--- src/rtl/bp_pkg.sv ---
package bp_pkg;
   typedef enum logic [2:0] {
      ST_IDLE,
      ST_COUNT,
      ST_LOAD,
      ST_CONFIRM,
      ST_BUSY
   } bp_state_e;

   localparam logic [7:0] CMD_OPEN   = 8'hE8;
   localparam logic [7:0] CMD_GO     = 8'hD0;
   localparam logic [7:0] CMD_CLEAR  = 8'h50;
   localparam logic [7:0] CMD_ARRAY  = 8'hFF;
   localparam logic [7:0] CMD_STATUS = 8'h70;
endpackage

--- src/rtl/bp_load_buf.sv ---
module bp_load_buf #(
   parameter int SLOTS  = 16,
   parameter int DATA_W = 16,
   parameter int OFS_W  = 4
) (
   input  logic                    clk,
   input  logic                    rst_n,
   input  logic                    clr,
   input  logic                    we,
   input  logic [OFS_W-1:0]        ofs,
   input  logic [DATA_W-1:0]       din,
   output logic [SLOTS-1:0]        mask_o,
   output logic [SLOTS*DATA_W-1:0] data_o
);
   for (genvar i = 0; i < SLOTS; i++) begin : g_slot
      always_ff @(posedge clk) begin
         if (!rst_n || clr) begin
            mask_o[i]                   <= 1'b0;
            data_o[i*DATA_W +: DATA_W]  <= '1;
         end else if (we && ofs == OFS_W'(i)) begin
            mask_o[i]                   <= 1'b1;
            data_o[i*DATA_W +: DATA_W]  <= din;
         end
      end
   end
endmodule

--- src/rtl/bp_prog_stub.sv ---
module bp_prog_stub #(
   parameter int ENG_LAT = 6,
   localparam int CNT_W  = $clog2(ENG_LAT + 2)
) (
   input  logic clk,
   input  logic rst_n,
   input  logic start,
   output logic done
);
   logic [CNT_W-1:0] cnt_q;

   always_ff @(posedge clk) begin
      if (!rst_n)             cnt_q <= '0;
      else if (start)         cnt_q <= CNT_W'(ENG_LAT);
      else if (cnt_q != '0)   cnt_q <= cnt_q - 1'b1;
   end

   assign done = (cnt_q == CNT_W'(1));
endmodule

--- src/rtl/bp_seq_fsm.sv ---
module bp_seq_fsm
   import bp_pkg::*;
#(
   parameter int PAGE_W = 8,
   parameter int BLK_W  = 3,
   parameter int OFS_W  = 4,
   localparam int NBLK  = 1 << BLK_W,
   localparam int MAX_N = (1 << OFS_W) - 1
) (
   input  logic              clk,
   input  logic              rst_n,
   input  logic              wr_en,
   input  logic [PAGE_W-1:0] wr_page,
   input  logic [7:0]        cmd,
   input  logic [NBLK-1:0]   blk_prot,
   input  logic              eng_done,
   output logic              buf_clr,
   output logic              buf_we,
   output logic              start,
   output logic              busy,
   output logic              rd_stat,
   output logic              err_seq,
   output logic              err_pgm,
   output logic              err_prot,
   output logic [PAGE_W-1:0] page_q
);
   bp_state_e         state_q;
   logic [BLK_W-1:0]  blk_q;
   logic [OFS_W-1:0]  rem_q;
   logic              pset_q;
   logic [BLK_W-1:0]  blk_in;
   logic              blk_ok, page_ok, n_ok, err_any;

   assign blk_in  = wr_page[PAGE_W-1 -: BLK_W];
   assign blk_ok  = (blk_in == blk_q);
   assign page_ok = !pset_q || (wr_page == page_q);
   assign n_ok    = (cmd <= 8'(MAX_N));
   assign err_any = err_seq | err_pgm | err_prot;
   assign busy    = (state_q == ST_BUSY);

   always_comb begin
      buf_clr = wr_en && state_q == ST_IDLE && cmd == CMD_OPEN && !err_any;
      buf_we  = wr_en && state_q == ST_LOAD && blk_ok && page_ok;
   end

   always_ff @(posedge clk) begin
      if (!rst_n) begin
         state_q  <= ST_IDLE;
         blk_q    <= '0;
         rem_q    <= '0;
         pset_q   <= 1'b0;
         page_q   <= '0;
         start    <= 1'b0;
         rd_stat  <= 1'b0;
         err_seq  <= 1'b0;
         err_pgm  <= 1'b0;
         err_prot <= 1'b0;
      end else begin
         start <= 1'b0;
         unique case (state_q)
            ST_IDLE: if (wr_en) begin
               unique case (cmd)
                  CMD_ARRAY:  rd_stat <= 1'b0;
                  CMD_STATUS: rd_stat <= 1'b1;
                  CMD_CLEAR: begin
                     err_seq  <= 1'b0;
                     err_pgm  <= 1'b0;
                     err_prot <= 1'b0;
                  end
                  CMD_OPEN: begin
                     rd_stat <= 1'b1;
                     if (!err_any) begin
                        blk_q   <= blk_in;
                        state_q <= ST_COUNT;
                     end
                  end
                  default: ;
               endcase
            end
            ST_COUNT: if (wr_en) begin
               if (!blk_ok || !n_ok) begin
                  err_seq <= 1'b1;
                  err_pgm <= 1'b1;
                  state_q <= ST_IDLE;
               end else begin
                  rem_q   <= cmd[OFS_W-1:0];
                  pset_q  <= 1'b0;
                  state_q <= ST_LOAD;
               end
            end
            ST_LOAD: if (wr_en) begin
               if (!blk_ok || !page_ok) begin
                  err_seq <= 1'b1;
                  err_pgm <= 1'b1;
                  state_q <= ST_IDLE;
               end else begin
                  page_q <= wr_page;
                  pset_q <= 1'b1;
                  if (rem_q == '0) state_q <= ST_CONFIRM;
                  else             rem_q   <= rem_q - 1'b1;
               end
            end
            ST_CONFIRM: if (wr_en) begin
               if (cmd != CMD_GO) begin
                  err_seq <= 1'b1;
                  err_pgm <= 1'b1;
                  state_q <= ST_IDLE;
               end else if (blk_prot[blk_q]) begin
                  err_prot <= 1'b1;
                  err_pgm  <= 1'b1;
                  state_q  <= ST_IDLE;
               end else begin
                  start   <= 1'b1;
                  state_q <= ST_BUSY;
               end
            end
            ST_BUSY: if (eng_done) state_q <= ST_IDLE;
            default: state_q <= ST_IDLE;
         endcase
      end
   end
endmodule

--- src/rtl/bufprog_ctrl.sv ---
module bufprog_ctrl #(
   parameter int  ADDR_W    = 12,
   parameter int  BLK_W     = 3,
   parameter int  BYTE_MODE = 0,
   parameter int  ENG_LAT   = 6,
   localparam int SLOTS     = (BYTE_MODE != 0) ? 32 : 16,
   localparam int OFS_W     = (BYTE_MODE != 0) ? 5 : 4,
   localparam int DATA_W    = (BYTE_MODE != 0) ? 8 : 16,
   localparam int NBLK      = 1 << BLK_W,
   localparam int PAGE_W    = ADDR_W - OFS_W
) (
   input  logic                    clk,
   input  logic                    rst_n,
   input  logic                    wr_en,
   input  logic [ADDR_W-1:0]       wr_addr,
   input  logic [DATA_W-1:0]       wr_data,
   input  logic [NBLK-1:0]         blk_prot,
   output logic [7:0]              status,
   output logic                    ready,
   output logic                    rd_is_status,
   output logic                    pgm_start,
   output logic [PAGE_W-1:0]       pgm_page,
   output logic [SLOTS-1:0]        pgm_mask,
   output logic [SLOTS*DATA_W-1:0] pgm_data
);
   if (BYTE_MODE != 0 && BYTE_MODE != 1) begin : g_bad_mode
      $error("BYTE_MODE must be 0 or 1");
   end
   if (BLK_W < 1 || BLK_W > PAGE_W) begin : g_bad_blk
      $error("BLK_W must lie in 1..ADDR_W-OFS_W");
   end
   if (ENG_LAT < 1) begin : g_bad_lat
      $error("ENG_LAT must be at least 1");
   end

   logic buf_clr, buf_we, eng_done, busy;
   logic err_seq, err_pgm, err_prot;

   bp_seq_fsm #(
      .PAGE_W (PAGE_W),
      .BLK_W  (BLK_W),
      .OFS_W  (OFS_W)
   ) i_fsm (
      .clk      (clk),
      .rst_n    (rst_n),
      .wr_en    (wr_en),
      .wr_page  (wr_addr[ADDR_W-1:OFS_W]),
      .cmd      (wr_data[7:0]),
      .blk_prot (blk_prot),
      .eng_done (eng_done),
      .buf_clr  (buf_clr),
      .buf_we   (buf_we),
      .start    (pgm_start),
      .busy     (busy),
      .rd_stat  (rd_is_status),
      .err_seq  (err_seq),
      .err_pgm  (err_pgm),
      .err_prot (err_prot),
      .page_q   (pgm_page)
   );

   bp_load_buf #(
      .SLOTS  (SLOTS),
      .DATA_W (DATA_W),
      .OFS_W  (OFS_W)
   ) i_buf (
      .clk    (clk),
      .rst_n  (rst_n),
      .clr    (buf_clr),
      .we     (buf_we),
      .ofs    (wr_addr[OFS_W-1:0]),
      .din    (wr_data),
      .mask_o (pgm_mask),
      .data_o (pgm_data)
   );

   bp_prog_stub #(
      .ENG_LAT (ENG_LAT)
   ) i_eng (
      .clk   (clk),
      .rst_n (rst_n),
      .start (pgm_start),
      .done  (eng_done)
   );

   assign ready  = !busy;
   assign status = {ready, 1'b0, err_seq, err_pgm, 2'b00, err_prot, 1'b0};
endmodule

--- config.mk ---
export PLATFORM = sky130hd
export DESIGN_NAME = bufprog_ctrl
export DESIGN_NICKNAME = d
export VERILOG_FILES = /design/src/rtl/bp_pkg.sv /design/src/rtl/bp_load_buf.sv /design/src/rtl/bp_prog_stub.sv /design/src/rtl/bp_seq_fsm.sv /design/src/rtl/bufprog_ctrl.sv
export SDC_FILE = /design/constraint.sdc
export NUM_CORES = 1
export LEC_CHECK = 0
export BUFFER_PORTS_ARGS = -buffer_cell sky130_fd_sc_hd__buf_2
export CAP_MARGIN = 40
export CELL_PAD_IN_SITES_DETAIL_PLACEMENT = 1
export CELL_PAD_IN_SITES_GLOBAL_PLACEMENT = 1
export CORE_ASPECT_RATIO = 1.2
export CORE_UTILIZATION = 39
export DETAILED_ROUTE_END_ITERATION = 10
export MAX_ROUTING_LAYER = met4
export PLACE_DENSITY = 0.78
export SLEW_MARGIN = 20
export SYNTH_ARGS = -nofsm -noshare
export SYNTH_HDL_FRONTEND = slang
export SYNTH_HIERARCHICAL = 1
export SYNTH_SLANG_ARGS = --single-unit
--- constraint.sdc ---
create_clock -name clk -period 3.4 [get_ports clk]
set_input_delay 0.17 -clock clk [delete_from_list [all_inputs] [get_ports clk]]
set_output_delay 0.17 -clock clk [all_outputs]
set_load 0.03 [all_outputs]
======== Word level (Yosys, flattened, before mapping) ========
Index checks and enable logic that the tools add are counted.
operators by class
  add/subtract/negate cells ............... 2
  order comparisons ....................... 2
  eq/ne operators ......................... 45
  mux-type cells .......................... 46
  bitwise gates (word level) .............. 7
  reduce and logical (&&, ||, !) cells .... 54
operator list
  operator              count
  $mux W3               13
  $eq A4 B4 Y1 const B  8
  $ne A2 B2 Y1 const B  13
  $logic_and A1 B1 Y1   22
  $mux W4               5
  $mux W1               19
  $reduce_and A9 Y1     2
  $eq A4 B3 Y1 const B  4
  $eq A8 B7 Y1 const B  2
  $eq A8 B8 Y1 const B  2
  $pmux W3 S5           1
  $reduce_and A6 Y1     2
  $eq A4 B2 Y1 const B  2
  $eq A8 B8 Y1          1
  $le A8 B4 Y1 const B  1
  $logic_not A4 Y1      2
  $ne A8 B8 Y1 const B  1
  $pmux W1 S4           2
  $pmux W4 S2           1
  $reduce_and A8 Y1     1
  $reduce_bool A2 Y1    4
  $logic_not A1 Y1      7
  $eq A3 B1 Y1 const B  2
  $eq A3 B2 Y1 const B  2
  other kinds (23)      37
word-level totals
  flip-flop bits (word level) ............. 299
  bits of input ports ..................... 39
  output and inout port bits .............. 291
  logic and storage cells ................. 200

======== Longest topological paths before layout ========
Gate-level depths: netlist of the first run.
  depth in word-level cells ............... 7
  gate-level depth with buffers ........... 13
  depth with buffers taken out ............ 9

======== Cells and area by module ========
The synthesis of the first run kept the hierarchy.
by module, submodules not included
  module        instances  cells an instance  area an instance (um^2)  sequential area each (um^2)
  bp_load_buf   1          743                9068.7                   5445.2
  bp_seq_fsm    1          173                1467.7                   480.5
  bp_prog_stub  1          16                 170.2                    60.1
  bufprog_ctrl  1          10                 67.6                     0.0

======== Least setup slack after synthesis of the first run ========
Ideal clock, no wire load.
  path type ............................... reg2reg
  from .................................... register i_fsm.state_q[0]
  to ...................................... register i_buf.data_o[54]
  setup time .............................. 0.122 ns
  arrival time ............................ 2.958 ns
  slack ................................... 0.320 ns
  cell stages (with the launch flop) ...... 12
  cell sequence ........................... dfxtp_1 > buf_6 > or3b_1 > buf_6 > or4_4 > nor2_1 > nand2_1 > inv_2 > nor3b_4 > nand3_2 > clkbuf_1 > a221o_1
between the ends
  longest elaborated chain between the ends .. 5
ends and longest elaborated chain
  item                              line                text
  from (decl)                       bp_seq_fsm.sv:27    bp_state_e state_q;
  from (signal assigned)            bp_seq_fsm.sv:48    state_q <= ST_IDLE;
  from (signal assigned)            bp_seq_fsm.sv:74    state_q <= ST_COUNT;
  from (signal assigned)            bp_seq_fsm.sv:84    state_q <= ST_IDLE;
  $eq A3 B2 Y1                      bp_seq_fsm.sv:43    buf_we = wr_en && state_q == ST_LOAD && blk_ok && page_ok;
  $logic_and A1 B1 Y1 (3 in a row)  bp_seq_fsm.sv:43
  named net buf_we                  bufprog_ctrl.sv:36  logic buf_clr, buf_we, eng_done, busy;
  $logic_and A1 B1 Y1               bp_load_buf.sv:20   end else if (we && ofs == OFS_W'(i)) begin
  to (signal, indexed assignment)   bp_load_buf.sv:22   data_o[i*DATA_W +: DATA_W] <= din;
  to (decl)                         bp_load_buf.sv:13   output logic [SLOTS*DATA_W-1:0] data_o
The timed path passes the listed nets, and every way through them passes these cells.
A chain may end at the register's enable or synchronous reset.

======== Worst setup path after layout of the first run ========
  from .................................... register i_fsm.state_q[1]
  to ...................................... register i_buf.data_o[60]
Same word-level chain as after synthesis.

==> results of run 1 <==
## metal layers
layer | vias to the layer above | wire (um)
met3 | 116 | 2810
met4 | 0 | 1880
li1 | 4312 | -
met2 | 503 | 19000
met5 | - | 0
met1 | 4967 | 16200
## cells in the final DEF, fill, tap and decap left out, drive strengths merged, types with 6 or more instances in the layout
cell / Yosys / layout
buf: 38 / 366
dfxtp: 299 / 299
a221o: 253 / 253
and2: 49 / 49
nand2: 47 / 47
clkbuf: 67 / 44
a21oi: 22 / 22
nor2: 21 / 21
and3: 18 / 18
mux2i: 13 / 13
inv: 11 / 12
dlygate4sd3: 0 / 10
nor2b: 10 / 10
xnor2: 8 / 8
o21ai: 7 / 7
nand3: 6 / 6
nor3b: 6 / 6
clkinv: 0 / 6
## cell usage after synthesis, types with 6 or more instances
cell type,n,area (um2)
dfxtp_1,299,5990
a221o_1,253,2530
o21ai_0,6,30.0
buf_4,9,67.6
buf_2,24,120
a21oi_1,21,105
mux2i_1,13,130
and3_1,18,113
xnor2_1,8,70.1
inv_1,10,37.5
and2_1,49,307
clkbuf_1,67,251
nor2_1,21,78.8
nor2b_1,10,62.6
nand2_1,47,176
## cell type report
type / count / area, um2 / area share, %
flip-flops and latches: 299 / 5990 / 43.2
multi-input cells: 530 / 4300 / 31.1
repair buffers: 376 / 2080 / 15.0
clock buffers: 44 / 853 / 6.16
well taps: 340 / 425 / 3.07
clock inverters: 11 / 154 / 1.11
inverters: 11 / 41.3 / 0.298
diodes: 3 / 7.51 / 0.0542
## kinds of logic after synthesis
| family | count (synthesis) | share of synthesized area [%] |
|---|---|---|
| other | 1 | 0.0348 |
| AOI/OAI and AO/OA | 307 | 26.7 |
| buffers and inverters | 116 | 4.77 |
| xor gates and xnor gates | 12 | 0.975 |
| DFF | 299 | 55.6 |
| adders and majority gates | 3 | 0.348 |
| and+or+nand+nor | 187 | 9.73 |
| muxes | 17 | 1.87 |
## through the flow
stage,hold WS [ns],cell area (um2),instances,setup slack (ns),util [%]
5_1_grt,0.105,13900,1614,0.0154,51.0
3_5_place_dp,0.435,12700,1546,0.0824,46.9
6_report,0.0837,13900,1614,0.212,51.0
4_1_cts,0.0650,13800,1611,0.0400,51.0
3_3_place_gp,0.434,12700,1546,0.186,46.9
2_1_floorplan,0.287,10800,945,0.320,-
## state kept, by name, indices dropped and copies added, names as in the netlist
| register | count |
|---|---|
| i_fsm/err_prot | 1 |
| i_fsm/page_q | 8 |
| i_fsm/state_q | 3 |
| i_eng/cnt_q | 3 |
| i_fsm/pset_q | 1 |
| i_buf/mask_o | 16 |
| i_fsm/err_pgm | 1 |
| i_fsm/rd_stat | 1 |
| i_buf/data_o | 256 |
| i_fsm/err_seq | 1 |
| i_fsm/blk_q | 3 |
| i_fsm/rem_q | 4 |
| i_fsm/start | 1 |
## path summary, 6_finish.rpt
| check | end | from | cells after the start | slack (ns) |
|---|---|---|---|---|
| setup reg to reg | i_buf/data_o[60] | i_fsm/state_q[1] | 8 | 0.21 |
| setup / recovery | i_buf/data_o[60] | i_fsm/state_q[1] | 8 | 0.21 |
| hold reg to reg | i_buf/mask_o[3] | i_buf/mask_o[3] | 2 | 0.44 |
| hold / removal | i_buf/data_o[208] | wr_data[0] | 3 | 0.08 |
## report_power, final
part | internal [uW] | total, uW | switching, uW
clock network | 1970 | 3380 | 1400
logic | 85.0 | 293 | 208
registers | 3510 | 3510 | 4.25
## what timing repair did
item	CTS	global route
resized for setup	0	2
endpoints found under the hold margin	13	0
hold buffers	10	0
setup endpoints to repair	0	17
## worst reg2reg max path: cells and delay by family, from the launching register on
family / cells / cell delay (ns)
AO/OA/AOI/OAI: 1 / 0.48
flip-flops: 1 / 0.34
AND/OR/NAND/NOR: 6 / 2.15
buffers and inverters: 1 / 0.10
==> impl_metrics.toml, run 1 <==
[grt]
busiest_layer = "met2"
antenna_found_initial = 5
grt.total_usage_pct = 28.1
grt_start_max_net_pins = 60
overflow = 0
grt_first_pass_wirelength_um = 59900
grt_use_met1_pct = 34.6
grt_pass1_vias = 9629
grt_util_met2_pct = 45.1
grt_use_met3_pct = 4.79

[timing]
clock_skew_ns = 0.0239
fmax_ghz = 0.314
period_share_pct = 93.8
tns_ns = 0
worst_slew_pin_slew_ns = 0.766
post-route-min-period_ns = 3.19
max-slew-margin-rel_pct = 48.8
rsz0062_at_grt = "false"
finalSetupViolCount = 0
hold_viol = 0
slew_violations = 0

[critical_path]
worst_setup_path_start_kind = "flop"
cp.required_ns = 3.82
cp_slowest_cell = "or4_4"
cp_top_family = "simple AND/OR/NAND/NOR gates"
cp.arrival_ns = 3.61
critical_path.max_stage_delay_ns = 0.60
cp_num_buf_inv = 1
worst_setup_path_end_kind = "flop"
crit_type = "reg2reg"
critical_path.cell_chain = "or3b_1 -> or4_4 -> nor2_1 -> nand2_1 -> inv_2 -> nor3b_4 -> nand3_2 -> a221o_1"
crit_fanout = 17

[routing]
ant_nets = 0
vias = 9898
wl_per_cell_um = 24.8
drt-total-wl_um = 40000
drc = 0
drt_iter0_drc = 679
dr.pass1.iters = 5
routed_via_density = 6.13

[logic_synthesis]
netlist_instances = 942
synth_cell_type_count = 58
syn_area_um2 = 10800
ys_seq_area_share_pct = 55.6
yosys_warnings = 6
syn_area_per_cell_um2 = 11.4
ys_ff_latch = 299
async_flop_share_pct = 0
synth_edf_count = 0
synthFlopType = "dfxtp_1"

[clock_tree]
cts_made_buffers = 30
cts.clk_slew.worst_paths_ns = 0.06
root_buffer = "clkbuf_16"
post_cts_buffers = 0
cts_tree = "done"
clk_path_buf_depth = 3
worstSkewPairLatency_ns = 0.56
clkSinkCount = 299
cts-htree-levels = 1

[layout]
final_nets = 1290
drive_above_1_share_pct = 34.2
nFillCells = 3008
area_growth_pct = 28.6

[power_and_ir_drop]
finalPower_uw = 7180
ir_drop_mv = 0.396
leakage_uw = 0.00516
power.density_nw_per_um2 = 518

[run_status]
outcome = "finished, final reports clean"

[die]
die-height_um = 184
ios = 330
die-width_um = 154
rows = 66
core_area_um2 = 27200
die_area_um2 = 28300
start_util_pct = 39.7

[placed_design]
place_hpwl_um = 27500
io_buffers = 325
globalplace.congestion = 0.859

[worst_hold_path]
hold_path_class = "in2reg"

[job]
cap_violations = 0
(Power assumes the default switching activity.)
==> run 2, diff against run 1 <==
--- a/config.mk
+++ b/config.mk
@@ -9,3 +9,3 @@
 export CAP_MARGIN = 40
-export CELL_PAD_IN_SITES_DETAIL_PLACEMENT = 1
+export CELL_PAD_IN_SITES_DETAIL_PLACEMENT = 0
 export CELL_PAD_IN_SITES_GLOBAL_PLACEMENT = 1
==> constraint.sdc (replaced) <==
create_clock -name clk -period 3.4 [get_ports clk]
set_input_delay 0.68 -clock clk [delete_from_list [all_inputs] [get_ports clk]]
set_output_delay 0.68 -clock clk [all_outputs]
set_load 0.03 [all_outputs]
==> impl_metrics.toml, run 2 (same netlist as run 1, synthesis figures left out) <==
[critical_path]
critical_path.max_stage_delay_ns = 0.60
cp_slowest_cell = "or4_4"
worstReg2RegStart = "i_fsm/state_q[0]"
critical_path.cell_chain = "or3b_1 -> or4_4 -> nor2_1 -> nand2_1 -> inv_2 -> nor3b_4 -> buf_4 -> nand3_2 -> a221o_1"
reg2reg_to = "i_buf/data_o[61]"
crit_cells = 9
crit_type = "reg2reg"
cp_num_buf_inv = 2
worst_setup_path_end_kind = "flop"
cp_top_family = "simple AND/OR/NAND/NOR gates"
cp.required_ns = 3.83
crit_fanout = 17
worst_setup_path_start_kind = "flop"
rrSetupSlack_ns = 0.21
crit_start = "i_fsm/state_q[0]"
rr_worst_depth = 9
critical_path.endpoint = "i_buf/data_o[61]"
cp.arrival_ns = 3.62

[routing]
drc = 0
ant_nets = 0
vias = 9486
routed_via_density = 5.87
drt-total-wl_um = 36700
drt_iter0_drc = 835
dr.pass1.iters = 7
wl_per_cell_um = 22.7

[layout]
top_regs = "i_buf/data_o: 256 flops, i_buf/mask_o: 16 flops, i_fsm/page_q: 8 flops"
final_nets = 1296
final_util_pct = 51.3
largest_reg_flops = 256
area_growth_pct = 29.4
top_register = "i_buf/data_o"
final_common_cell = "buf_2"
drive_above_1_share_pct = 35.1
layout_common_cells = "buf_2 (325), dfxtp_1 (299), a221o_1 (253)"

[grt]
antenna_found_initial = 1
grt_first_pass_wirelength_um = 54800
grt_pass1_vias = 8757
overflow = 0
grt_start_max_net_pins = 56
grt.total_usage_pct = 25.7

[power_and_ir_drop]
leakage_uw = 0.00522
ir_drop_mv = 0.248
power.density_nw_per_um2 = 528

[die]
ios = 330
die-height_um = 184
die-width_um = 154
start_util_pct = 39.7
core_area_um2 = 27200
die_area_um2 = 28300
rows = 66

[clock_tree]
cts.clk_slew.worst_paths_ns = 0.06
cts_resized = 0
worstSkewPairLatency_ns = 0.55
clk_path_buf_depth = 3
cts_made_buffers = 30
root_buffer = "clkbuf_16"
cts-htree-levels = 1
cts_tree = "done"
clkSinkCount = 299
post_cts_buffers = 0
cts_hold_buf = 0

[timing]
clock_skew_ns = 0.00768
hold_slack_ns = 0.399
max-slew-margin-rel_pct = 50.6
rsz0062_at_grt = "false"
period_share_pct = 93.9
worst_slew_pin_slew_ns = 0.739
hold_viol = 0
tns_ns = 0
slew_violations = 0
fmax_ghz = 0.313
finalSetupViolCount = 0
post-route-min-period_ns = 3.19

[run_status]
outcome = "finished, final reports clean"

[placed_design]
io_buffers = 325
globalplace.congestion = 0.880
place_hpwl_um = 25500

[job]
cap_violations = 0

[worst_hold_path]
hold_path_class = "in2reg"
## run 2: through the flow
| step | worst slack, ns | instance area (um2) | total power, uW | instances |
|---|---|---|---|---|
| 2_1_floorplan | 0.320 | 10800 | 3750 | 945 |
| 3_3_place_gp | 0.196 | 12900 | 3860 | 1561 |
| 3_5_place_dp | 0.106 | 12900 | 3860 | 1561 |
| 4_1_cts | 0.225 | 13900 | 7400 | 1615 |
| 5_1_grt | 0.0306 | 13900 | 7570 | 1617 |
| 6_report | 0.206 | 13900 | 7360 | 1617 |
## run 2: worst min-delay path, cell delays in order
cell	delay, ns
buf_2	0.11
nand2_1	0.05
mux2i_1	0.05
## run 2: layout make-up
class,count,area [um2]
Clock inverter,11,219
Inverter,11,41.3
Multi-Input combinational cell,530,4300
Tap cell,340,425
Sequential cell,299,5990
Fill cell,2482,13200
Antenna cell,1,2.50
Timing Repair Buffer,382,2120
Clock buffer,43,851
## run 2: worst min-delay path by stage
stage / from / endpoint / slack [ns] / cells after the start
6_report: wr_addr[4] / i_fsm/page_q[0] / 0.40 / 3
5_1_grt: wr_addr[8] / i_fsm/page_q[4] / 0.41 / 3
4_1_cts: wr_addr[4] / i_fsm/page_q[0] / 0.38 / 3
3_5_place_dp: i_buf/mask_o[7] / i_buf/mask_o[7] / 0.44 / 2
3_3_place_gp: i_buf/mask_o[7] / i_buf/mask_o[7] / 0.44 / 2
2_1_floorplan: i_fsm/rem_q[1] / i_fsm/rem_q[1] / 0.44 / 2
## run 2: report_power, final
part           switching [uW]  internal, uW  total [uW]
clock                    1380          2190        3570
sequential               4.04          3510        3510
combinational             200          82.0         282
## run 2: metal layers
metal / vias to the layer above / part of all wire [%] / global-route usage, %
li1: 4324 / - / -
met1: 4672 / 43 / 34.0
met2: 419 / 47 / 40.5
met3: 71 / 6.6 / 3.28
met4: 0 / 3.1 / 8.92
met5: - / 0 / -
==> run 3, diff against run 2 <==
Settings changed: ABC_AREA set to 1, CORE_UTILIZATION 39 to 37, GPL_TIMING_DRIVEN set to 1.
==> impl_metrics.toml, run 3 <==
[layout]
top_register = "i_buf/data_o"
final_common_cell = "nand2_1"
final_util_pct = 46.3
final_nets = 1823
top_regs = "i_buf/data_o: 256 flops, i_buf/mask_o: 16 flops, i_fsm/page_q: 8 flops"
largest_reg_flops = 256
area_growth_pct = 23.3
layout_common_cells = "nand2_1 (411), nand3_1 (340), buf_2 (325)"
drive_above_1_share_pct = 25.3

[logic_synthesis]
synth_area_leaders = "dfxtp_1 (51%), nand3_1 (14%), nand2_1 (13%)"
synth_top_area_cell = "dfxtp_1"
synth_cell_type_count = 34
async_flop_share_pct = 0
netlist_instances = 1523
ys_seq_area_share_pct = 50.9
syn_area_per_cell_um2 = 7.72
synth_top_family_by_area = "simple AND/OR/NAND/NOR gates"
ys_ff_latch = 299
synth_top_cell_area_share_pct = 50.9
synth_common_cells = "nand2_1 (411), nand3_1 (340), dfxtp_1 (299)"
synth-xor-area-share_pct = 0.820
yosys_warnings = 6
synth_simple_gate_area_share_pct = 36.6
yosysMostFrequentCell = "nand2_1"
synth_mux_area_share_pct = 0
syn_area_um2 = 11800
synth_adder_area_share_pct = 0.319
synthFlopType = "dfxtp_1"
synth_edf_count = 0
synth-compound-area-share_pct = 3.43

[timing]
fmax_ghz = 0.401
rsz0062_at_grt = "false"
post-route-min-period_ns = 2.49
tns_ns = 0
max-slew-margin-rel_pct = 51.0
clock_skew_ns = 0.0114
worst_slew_pin_slew_ns = 0.734
period_share_pct = 73.3
hold_viol = 0
post-route-worst-setup-slack_ns = 0.909
finalSetupViolCount = 0
slew_violations = 0

[die]
die_area_um2 = 32500
start_util_pct = 37.6
core_area_um2 = 31300
rows = 71
die-height_um = 197
die-width_um = 165
ios = 330

[clock_tree]
cts_made_buffers = 31
post_cts_buffers = 0
cts_tree = "done"
cts_resized = 0
clk_path_buf_depth = 3
cts-htree-levels = 1
worstSkewPairLatency_ns = 0.55
root_buffer = "clkbuf_16"
cts_hold_buf = 0
cts.clk_slew.worst_paths_ns = 0.06
clkSinkCount = 299

[critical_path]
rrSetupSlack_ns = 0.91
worst_setup_path_start_kind = "flop"
crit_fanout = 54
worst_setup_path_end_kind = "flop"
cp.arrival_ns = 2.91
cp.required_ns = 3.82
crit_type = "reg2reg"
rr_worst_depth = 9

[placed_design]
globalplace.congestion = 0.851
io_buffers = 325
place_ws_ns = 0.496
place_hpwl_um = 26100

[run_status]
outcome = "finished, final reports clean"

[routing]
ant_nets = 0
routed_via_density = 5.15
wl_per_cell_um = 18.7
drt_iter0_drc = 1075
drt-total-wl_um = 41200
vias = 11300
drc = 0
dr.pass1.iters = 5

[power_and_ir_drop]
leakage_uw = 0.00664
power.density_nw_per_um2 = 496
ir_drop_mv = 0.359
finalPower_uw = 7190

[grt]
antenna_found_initial = 1
grt.total_usage_pct = 25.3
overflow = 0
grt_pass1_vias = 10200
grt_start_max_net_pins = 116
grt_first_pass_wirelength_um = 61300

[worst_hold_path]
hold_depth = 3
hold_path_class = "in2reg"

[job]
cap_violations = 0
==> run 3: changes by cell type in the layout (fill, tap and decap cells not counted), moves of 11 or more <==
cell / before / now
nand3_1: 5 / 340
mux2i_1: 13 / 0
a221o_1: 253 / 0
and3_1: 17 / 0
nand2_1: 47 / 411
buf_4: 52 / 32
and2_1: 49 / 0
inv_1: 10 / 51
nor2_2: 0 / 11
nor2_1: 21 / 58
o21ai_0: 6 / 50
nand4_1: 5 / 67
==> run 3: cell type report <==
type                            count  area [um2]
Sequential cell                   299        5990
Timing Repair Buffer              361        1950
Tap cell                          401         502
Fill cell                        3202       16800
Clock inverter                      5        77.6
Multi-Input combinational cell   1027        4870
Antenna cell                        3        7.51
Clock buffer                       45         868
Inverter                           61         229
==> run 3: critical path: stages (launching register included) <==
cell     delay [ns]
dfxtp_1        0.35
inv_2          0.10
nand3_2        0.23
nor2_4         0.21
nand2_4        0.14
nor2_4         0.25
buf_12         0.27
nand3_1        0.49
nand2_1        0.19
nand3_1        0.08
==> run 3: routing by layer <==
layer	share of wire, %	vias to the layer above	GRT usage (%)	routed length (um)
met2	45	406	38.9	18600
met1	45	5336	34.1	18600
met3	7.2	59	4.03	2970
li1	-	5542	-	-
met4	2.5	0	7.31	1050
met5	0	-	-	0
==> run 3: worst paths after layout <==
kind,start,end
min reg2reg,i_buf/mask_o[10],i_buf/mask_o[10]
max reg2reg,i_fsm/state_q[2],i_buf/data_o[219]
min,wr_addr[8],i_fsm/page_q[4]
max,i_fsm/state_q[2],i_buf/data_o[219]
==> run 3: logic make-up (layout without fill, tap and decap cells) <==
group / Yosys count / after routing
AOI/OAI and AO/OA: 78 / 78
xor gates and xnor gates: 11 / 11
and+or+nand+nor: 931 / 931
DFF: 299 / 299
buffers and inverters: 200 / 472
adders and majority gates: 3 / 3
other: 1 / 7
==> run 3: report_power, final <==
part,internal (uW),switching [uW]
combinational,83.5,321
sequential,3510,7.84
clock,1890,1370
==> run 3: metrics by stage <==
step / instances / area (um2) / hold slack (ns)
after detailed placement: 2149 / 13500 / 0.437
after global placement: 2149 / 13500 / 0.433
final: 2202 / 14500 / 0.384
after floorplan: 1526 / 11800 / 0.442
after CTS: 2199 / 14500 / 0.368
after global routing: 2200 / 14500 / 0.385
